==> src/rtl/ifi_pkg.sv <==
package ifi_pkg;
  localparam int unsigned DEF_WORD_W    = 32;
  localparam int unsigned DEF_NUM_WORDS = 5;
  localparam int unsigned DEF_NUM_INJ   = 2;
  localparam int unsigned DEF_BYPASS    = 32;

  function automatic int unsigned clog2_min1(input int unsigned v);
    int unsigned r;
    r = (v <= 1) ? 1 : $clog2(v);
    return r;
  endfunction
endpackage

==> src/rtl/ifi_level_latch.sv <==
module ifi_level_latch #(
  parameter int unsigned WIDTH = 192
) (
  input  logic             clk,
  input  logic             rst_n,
  input  logic [WIDTH-1:0] lvl_i,
  output logic [WIDTH-1:0] lvl_q
);
  always_ff @(posedge clk or negedge rst_n) begin
    if (!rst_n) lvl_q <= '0;
    else        lvl_q <= lvl_i;
  end
endmodule

==> src/rtl/ifi_mask_bank.sv <==
module ifi_mask_bank #(
  parameter int unsigned NUM_WORDS = 5,
  parameter int unsigned WORD_W    = 32,
  parameter int unsigned IDX_W     = 3
) (
  input  logic                        clk,
  input  logic                        rst_n,
  input  logic                        we,
  input  logic [IDX_W-1:0]            widx,
  input  logic [WORD_W-1:0]           wdata,
  output logic [NUM_WORDS*WORD_W-1:0] mask_flat
);
  for (genvar w = 0; w < NUM_WORDS; w++) begin : g_word
    logic [WORD_W-1:0] word_q;
    always_ff @(posedge clk or negedge rst_n) begin
      if (!rst_n)
        word_q <= '0;
      else if (we && (int'(widx) == w))
        word_q <= wdata;
    end
    assign mask_flat[w*WORD_W +: WORD_W] = word_q;
  end
endmodule

==> src/rtl/ifi_cfg_port.sv <==
module ifi_cfg_port #(
  parameter int unsigned NUM_INJ   = 2,
  parameter int unsigned NUM_WORDS = 5,
  parameter int unsigned WORD_W    = 32,
  parameter int unsigned SEL_W     = 1,
  parameter int unsigned IDX_W     = 3
) (
  input  logic                                clk,
  input  logic                                rst_n,
  input  logic                                wr_en,
  input  logic                                rd_en,
  input  logic [SEL_W-1:0]                    sel,
  input  logic [IDX_W-1:0]                    idx,
  input  logic [NUM_INJ*NUM_WORDS*WORD_W-1:0] masks_flat,
  output logic [NUM_INJ-1:0]                  bank_we,
  output logic [WORD_W-1:0]                   rdata,
  output logic                                err
);
  logic idx_ok;
  logic [WORD_W-1:0] rd_word;

  assign idx_ok = (int'(idx) < NUM_WORDS);

  for (genvar b = 0; b < NUM_INJ; b++) begin : g_we
    assign bank_we[b] = wr_en && idx_ok && (int'(sel) == b);
  end

  always_comb begin
    rd_word = '0;
    for (int b = 0; b < NUM_INJ; b++) begin
      for (int w = 0; w < NUM_WORDS; w++) begin
        if ((int'(sel) == b) && (int'(idx) == w))
          rd_word = masks_flat[(b*NUM_WORDS + w)*WORD_W +: WORD_W];
      end
    end
  end

  always_ff @(posedge clk or negedge rst_n) begin
    if (!rst_n) begin
      rdata <= '0;
      err   <= 1'b0;
    end else begin
      err <= wr_en && !idx_ok;
      if (rd_en) rdata <= rd_word;
    end
  end
endmodule

==> src/rtl/irq_fault_inject.sv <==
module irq_fault_inject
  import ifi_pkg::*;
#(
  parameter int unsigned NUM_INJ    = DEF_NUM_INJ,
  parameter int unsigned NUM_WORDS  = DEF_NUM_WORDS,
  parameter int unsigned WORD_W     = DEF_WORD_W,
  parameter int unsigned NUM_BYPASS = DEF_BYPASS,
  localparam int unsigned NUM_PERIPH = NUM_WORDS * WORD_W,
  localparam int unsigned NUM_LINES  = NUM_PERIPH + NUM_BYPASS,
  localparam int unsigned SEL_W      = clog2_min1(NUM_INJ),
  localparam int unsigned IDX_W      = clog2_min1(NUM_WORDS + 1)
) (
  input  logic                 clk,
  input  logic                 rst_n,
  input  logic [NUM_LINES-1:0] irq_in,
  input  logic                 cfg_wr_en,
  input  logic                 cfg_rd_en,
  input  logic [SEL_W-1:0]     cfg_sel,
  input  logic [IDX_W-1:0]     cfg_idx,
  input  logic [WORD_W-1:0]    cfg_wdata,
  output logic [WORD_W-1:0]    cfg_rdata,
  output logic                 cfg_err,
  output logic [NUM_LINES-1:0] irq_out
);
  logic [NUM_LINES-1:0]                  level_q;
  logic [NUM_INJ-1:0]                    bank_we;
  logic [NUM_INJ*NUM_PERIPH-1:0]         masks_flat;
  logic [NUM_PERIPH-1:0]                 forced;

  ifi_level_latch #(.WIDTH(NUM_LINES)) u_latch (
    .clk   (clk),
    .rst_n (rst_n),
    .lvl_i (irq_in),
    .lvl_q (level_q)
  );

  for (genvar b = 0; b < NUM_INJ; b++) begin : g_bank
    ifi_mask_bank #(
      .NUM_WORDS (NUM_WORDS),
      .WORD_W    (WORD_W),
      .IDX_W     (IDX_W)
    ) u_bank (
      .clk       (clk),
      .rst_n     (rst_n),
      .we        (bank_we[b]),
      .widx      (cfg_idx),
      .wdata     (cfg_wdata),
      .mask_flat (masks_flat[b*NUM_PERIPH +: NUM_PERIPH])
    );
  end

  ifi_cfg_port #(
    .NUM_INJ   (NUM_INJ),
    .NUM_WORDS (NUM_WORDS),
    .WORD_W    (WORD_W),
    .SEL_W     (SEL_W),
    .IDX_W     (IDX_W)
  ) u_cfg (
    .clk        (clk),
    .rst_n      (rst_n),
    .wr_en      (cfg_wr_en),
    .rd_en      (cfg_rd_en),
    .sel        (cfg_sel),
    .idx        (cfg_idx),
    .masks_flat (masks_flat),
    .bank_we    (bank_we),
    .rdata      (cfg_rdata),
    .err        (cfg_err)
  );

  // OR of every injector bank over the peripheral range
  always_comb begin
    forced = '0;
    for (int b = 0; b < NUM_INJ; b++)
      forced = forced | masks_flat[b*NUM_PERIPH +: NUM_PERIPH];
  end

  assign irq_out = {level_q[NUM_LINES-1:NUM_PERIPH], level_q[NUM_PERIPH-1:0] | forced};
endmodule

==> config.mk <==
export PLATFORM = sky130hd
export DESIGN_NAME = irq_fault_inject
export DESIGN_NICKNAME = d
export VERILOG_FILES = /design/src/rtl/ifi_pkg.sv /design/src/rtl/ifi_level_latch.sv /design/src/rtl/ifi_mask_bank.sv /design/src/rtl/ifi_cfg_port.sv /design/src/rtl/irq_fault_inject.sv
export SDC_FILE = /design/constraint.sdc
export NUM_CORES = 1
export LEC_CHECK = 0
export ABC_AREA = 1
export CAP_MARGIN = 40
export CORE_AREA = 2 2 183 274
export DETAILED_ROUTE_END_ITERATION = 12
export DIE_AREA = 0 0 185 276
export PLACE_DENSITY = 0.8
export SLEW_MARGIN = 20
export SYNTH_ARGS = -nofsm -noshare
export SYNTH_HDL_FRONTEND = slang
export SYNTH_SLANG_ARGS = --single-unit
==> constraint.sdc <==
create_clock -name clk -period 2.6 [get_ports clk]
set_input_delay 0.26 -clock clk [delete_from_list [all_inputs] [get_ports clk]]
set_output_delay 0.26 -clock clk [all_outputs]
set_load 0.02 [all_outputs]
# After elaboration in Yosys (flattened, before gate mapping)
# Cells that the tools add are included.
# Widths: inputs -> output; s select.
dict set report op_classes {
  mux 10
  n_reduce_logical 26
  n_bitwise 3
  multipliers 0
  div 0
  add_sub_neg 0
  n_eq_ne 4
  n_lt_le_gt_ge 1
  shift 0
}
# cell n
set ops {}
lappend ops {{$mux 32} 10}
lappend ops {{$or 160x160->160} 2}
lappend ops {{$logic_and 1x1->1} 24}
lappend ops {{$eq 3x3->1 const B} 3}
lappend ops {{$eq 3x2->1 const B} 1}
lappend ops {{$logic_not 3->1} 1}
lappend ops {{$lt 3x3->1 const B} 1}
lappend ops {{$logic_not 1->1} 1}
lappend ops {{$not 1->1} 1}
dict set report word_totals {
  reg_bits 545
  mem_bits_rw 0
  out_inout_bits 225
  input_bits 232
  latchBits 0
  rom_bits 0
  mem_count 0
}

# Depth between registers and ports, before layout
dict set report logic_depth {
  depth_word 12
  depth_mapped 13
}

# Hierarchy
# Synthesis repeated with hierarchy kept, for this count alone.
dict set report unflattened {
  cells_unflattened 2864
  hier_area_um2 23266.1
}
# module cells_per_inst area_per_inst_um2 n_inst
set by_module_without_submodules {}
lappend by_module_without_submodules {ifi_mask_bank 703 6262.3 2}
lappend by_module_without_submodules {ifi_level_latch 192 4804.6 1}
lappend by_module_without_submodules {ifi_cfg_port 786 4135.2 1}
lappend by_module_without_submodules {irq_fault_inject 480 1801.7 1}

# Worst setup path before layout
# OpenSTA, ideal clock, no wires.
dict set report synth_timing {
  kind {input -> register}
  start {input port cfg_idx[2]}
  end {register u_cfg.rdata[31]}
  arrival_time_ps 1382
  cell_stages 9
  slack_ps 1101
  setup_time_ps 116
  cell_sequence {buf_4 -> nor3_4 -> nand2_1 -> clkbuf_1 -> or2_0 -> nand2_1 -> nand3_1 -> nand2_1 -> nand2_1}
}
dict set report synth_via {
  elab_chain_len 12
  elab_cells_between_ends 25
  classes_between {eq/ne (4); mux (10); reduce/logical (11)}
}
# element line_no
set synth_rtl {}
lappend synth_rtl {{start: declaration} irq_fault_inject.sv:19} ;# input logic [IDX_W-1:0] cfg_idx,
lappend synth_rtl {{$logic_not 3->1} ifi_cfg_port.sv:32} ;# if ((int'(sel) == b) && (int'(idx) == w))
lappend synth_rtl {{$logic_and 1x1->1} ifi_cfg_port.sv:32}
lappend synth_rtl {{$mux 32 (9 in series)} ifi_cfg_port.sv:32}
lappend synth_rtl {{$mux 32 (*)} ifi_cfg_port.sv:32}
lappend synth_rtl {{end signal: assignment} ifi_cfg_port.sv:44} ;# if (rd_en) rdata <= rd_word;
lappend synth_rtl {{end: declaration} ifi_cfg_port.sv:16} ;# output logic [WORD_W-1:0] rdata,
# Mark *: on every way between the ends. The rest lies on a longest branch, timed or not.
# A chain may end at the register's enable or synchronous reset.

# Worst setup path after layout
dict set report layout_timing {
  start {register g_bank[0].u_bank.g_word[2].word_q[13]}
  end {output port irq_out[77]}
}
dict set report layout_via {
  elab_chain_len 2
}
# element line_no
set layout_rtl {}
lappend layout_rtl {{start: declaration} ifi_mask_bank.sv:14} ;# logic [WORD_W-1:0] word_q;
lappend layout_rtl {{start signal: assignment} ifi_mask_bank.sv:19} ;# word_q <= wdata;
lappend layout_rtl {{$or 160x160->160} irq_fault_inject.sv:75} ;# forced = forced | masks_flat[b*NUM_PERIPH +: NUM_PERIPH];
lappend layout_rtl {{$or 160x160->160} irq_fault_inject.sv:78} ;# assign irq_out = {level_q[NUM_LINES-1:NUM_PERIPH], level_q[NUM_PERIPH-1:0] | forced};
lappend layout_rtl {{end: declaration} irq_fault_inject.sv:23} ;# output logic [NUM_LINES-1:0] irq_out
# No other way between the ends.

==> flow_summary.toml <==
[status]
outcome = "finished clean"

[sta]
setup_tns_ps = 0
setup_violations = 0
max_slew.worst_pin.slew_ps = 850
layout_setup_ws_ps = 242
hold_violations = 0
final_period_minus_worst_setup_slack_ps = 2360
maxSlewViolCount = 0
rsz0062_at_grt = "false"
fin_worst_skew_ps = 9.63
fmaxAchievable_ghz = 0.424
finalCritPeriodShare_pct = 90.7
slew_headroom_pct = 43.3

[power_and_ir_drop]
pwr_density_cell_nw_per_um2 = 784
leak_pwr_nw = 13.5
p_total_w = 0.0230
vdd_drop_max_mv = 0.607

[worst_setup_path]
start_kind = "flip-flop"
worst_r2r_startpoint = "g_bank[0].u_bank.g_word[0].word_q[9]"
timing.critical_path.to_type = "output port"
setup.worst_path.start = "g_bank[0].u_bank.g_word[2].word_q[13]"
critical_path.max_fanout = 3
worst_path_required_ps = 2340
worst-endpoint-arrival_ps = 2100
timing.setup.critical_path_class = "reg2out"

[clock_network]
cts-root-to-sink-buffers = 3
post_cts.resized_instances = 0
clk_pin_slew_worst_paths_ps = 70
htree_num_levels = 2
worst_skew_pair_later_pin_latency_ps = 590
tritoncts_clock_tree = "yes"
ctsRootBufferMaster = "sky130_fd_sc_hd__clkbuf_16"
clkSinkCount = 545
cts_made_buffers = 50

[floorplanning]
start_util_pct = 45.6
die-width_um = 185
dieArea_um2 = 51100
y_dimension_of_the_die_um = 276
ioPinCount = 457
row_count = 99
core_area_um2 = 48600

[placement]
placedInstanceArea_um2 = 27600
dp.cells = 3469
hpwlAfterDp_mm = 51.2
finalWeightedCongestion = 0.908
pre_cts_ws_ps = 228
numPortBuffers = 456

[synthesis]
synth.lib_cells_used.distinct = 33
synth-edff-count = 0
synth.yosys.seq_area_share_pct = 61.7
postSynthRegisterBits = 545
synth_async_sr_flop_share_pct = 100
syn_nets = 2655
dominantRegCellSynth = "sky130_fd_sc_hd__dfrtp_1"
yosys_warnings = 0
synthesis.area_per_instance_um2 = 9.13
synth.cell_area_um2 = 22100
synth_cells = 2423

[grt]
total_track_usage_pct = 29.3
grt_pass1_vias = 20000
globalRoute.totalOverflow = 0
antenna_violations_before_repair = 9
grt_first_pass_wirelength_mm = 113
grt_max_degree = 84

[finish]
layoutNonFillerInstCount = 3573
post_route_cells_drive_above_1_share_pct = 6.81
nets = 3098
area_delta_synth_final_pct = 32.7
finalInstanceArea_um2 = 29400

[routing]
routedWlPerCell_um = 20.9
wirelength_mm = 74.6
drt_pass1_iterations = 6
via_count = 19200
route.detailed.drc = 0
first_iter_violations = 1783
antenna_violating_nets_post_route = 0
vias_per_cell = 5.36

[run]
drv.max_cap_violation_count = 0

[worst_hold_path]
hold_path.class = "in2reg"
min_from = "irq_in[156]"
## cell families after synthesis
kind of cell | count (synthesis) | share of synthesized area, %
compound gates | 408 | 9.91
buf+inv | 381 | 7.53
simple gates | 1089 | 20.9
flops | 545 | 61.7
## final cells by class
type	instances	area, um^2
diodes	9	22.5
clock buffers	79	1530
clock inverters	15	208
fillers	3988	19200
inverters	244	917
multi-input cells	1497	6860
flip-flops and latches	545	13600
well taps	656	821
repair buffers	528	5360
## registers in the layout (all words and copies together), names as in the netlist
signal                       count
u_cfg.rdata                     32
g_bank.u_bank.g_word.word_q    320
u_cfg.err                        1
u_latch.lvl_q                  192
## stage by stage
step / hold slack (ps) / util, %
after floorplan: -35.6 / -
after global placement: 321 / 56.8
after detailed placement: 326 / 56.8
after CTS: 91.0 / 60.4
after global routing: 88.8 / 60.5
final: 104 / 60.5
## final timing paths
kind | endpoint | slack [ps] | cells past startpoint
worst max-delay path | irq_out[77] | 240 | 2
worst min-delay path | u_latch.lvl_q[156] | 100 | 1
worst max register to register | u_cfg.rdata[9] | 1340 | 8
worst min register to register | u_cfg.rdata[13] | 480 | 2
max in group asynchronous | g_bank[0].u_bank.g_word[1].word_q[9] | 1330 | 3
min in group asynchronous | u_latch.lvl_q[145] | 300 | 2
## synthesized netlist by cell type, types with 4 or more instances
library cell | count | area share (%)
sky130_fd_sc_hd__nand4_1 | 50 | 1.4
sky130_fd_sc_hd__o21ai_0 | 229 | 5.2
sky130_fd_sc_hd__nor2_1 | 158 | 2.7
sky130_fd_sc_hd__buf_2 | 59 | 1.3
sky130_fd_sc_hd__or2_2 | 6 | 0.17
sky130_fd_sc_hd__nand3_1 | 37 | 0.84
sky130_fd_sc_hd__buf_4 | 40 | 1.4
sky130_fd_sc_hd__nand2_1 | 746 | 13
sky130_fd_sc_hd__o21a_1 | 60 | 2.0
sky130_fd_sc_hd__clkbuf_1 | 34 | 0.58
sky130_fd_sc_hd__a21oi_1 | 24 | 0.54
sky130_fd_sc_hd__inv_2 | 6 | 0.10
sky130_fd_sc_hd__or3_1 | 66 | 1.9
sky130_fd_sc_hd__nand2_2 | 4 | 0.11
sky130_fd_sc_hd__o21ai_1 | 95 | 2.1
sky130_fd_sc_hd__nor2_4 | 9 | 0.46
sky130_fd_sc_hd__dfrtp_1 | 545 | 62
sky130_fd_sc_hd__inv_1 | 236 | 4.0
## cells in the final DEF (no fill, tap or decap), types with 2 or more instances in the layout
cell type,instances
sky130_fd_sc_hd__nand2_1,745
sky130_fd_sc_hd__dfrtp_1,545
sky130_fd_sc_hd__clkdlybuf4s50_1,454
sky130_fd_sc_hd__inv_1,234
sky130_fd_sc_hd__o21ai_0,229
sky130_fd_sc_hd__nor2_1,158
sky130_fd_sc_hd__o21ai_1,95
sky130_fd_sc_hd__or3_1,66
sky130_fd_sc_hd__o21a_1,60
sky130_fd_sc_hd__buf_4,51
sky130_fd_sc_hd__nand4_1,50
sky130_fd_sc_hd__clkbuf_16,50
sky130_fd_sc_hd__nand3_1,35
sky130_fd_sc_hd__a21oi_1,24
sky130_fd_sc_hd__buf_12,20
sky130_fd_sc_hd__clkbuf_8,17
sky130_fd_sc_hd__clkbuf_1,12
sky130_fd_sc_hd__nor2_4,11
sky130_fd_sc_hd__diode_2,9
sky130_fd_sc_hd__inv_2,9
sky130_fd_sc_hd__or2_2,6
sky130_fd_sc_hd__clkinv_2,5
sky130_fd_sc_hd__nand2_4,5
sky130_fd_sc_hd__nand3_2,4
sky130_fd_sc_hd__bufinv_16,4
sky130_fd_sc_hd__inv_6,3
sky130_fd_sc_hd__nand2_2,2
sky130_fd_sc_hd__nor3_4,2
sky130_fd_sc_hd__clkinv_4,2
## critical path: stages (launching register included)
cell and delay [ps]:
sky130_fd_sc_hd__dfrtp_1 400, sky130_fd_sc_hd__or3_1 520, sky130_fd_sc_hd__clkdlybuf4s50_1 600
## layer usage
layer	track usage (%)	part of all wire, %
met5	0	0
met4	20.5	7.8
met3	4.83	8.4
met2	49.0	49
met1	33.9	35
## report_power, final
part / leakage (nW) / total, W / internal, W / switching, W
Sequential: 6.62 / 0.0108 / 0.00981 / 0.00104
Combinational: 6.01 / 0.00447 / 0.00201 / 0.00246
Clock: 0.854 / 0.00770 / 0.00445 / 0.00325
Total: 13.5 / 0.0230 / 0.0163 / 0.00674
## timing repair
item	CTS	global route
endpoints found under the setup margin	0	0
hold endpoints to repair	60	0
hold buffers	1	0
buffers inserted	0	0
Note: power is estimated with default switching activity, not from simulation.
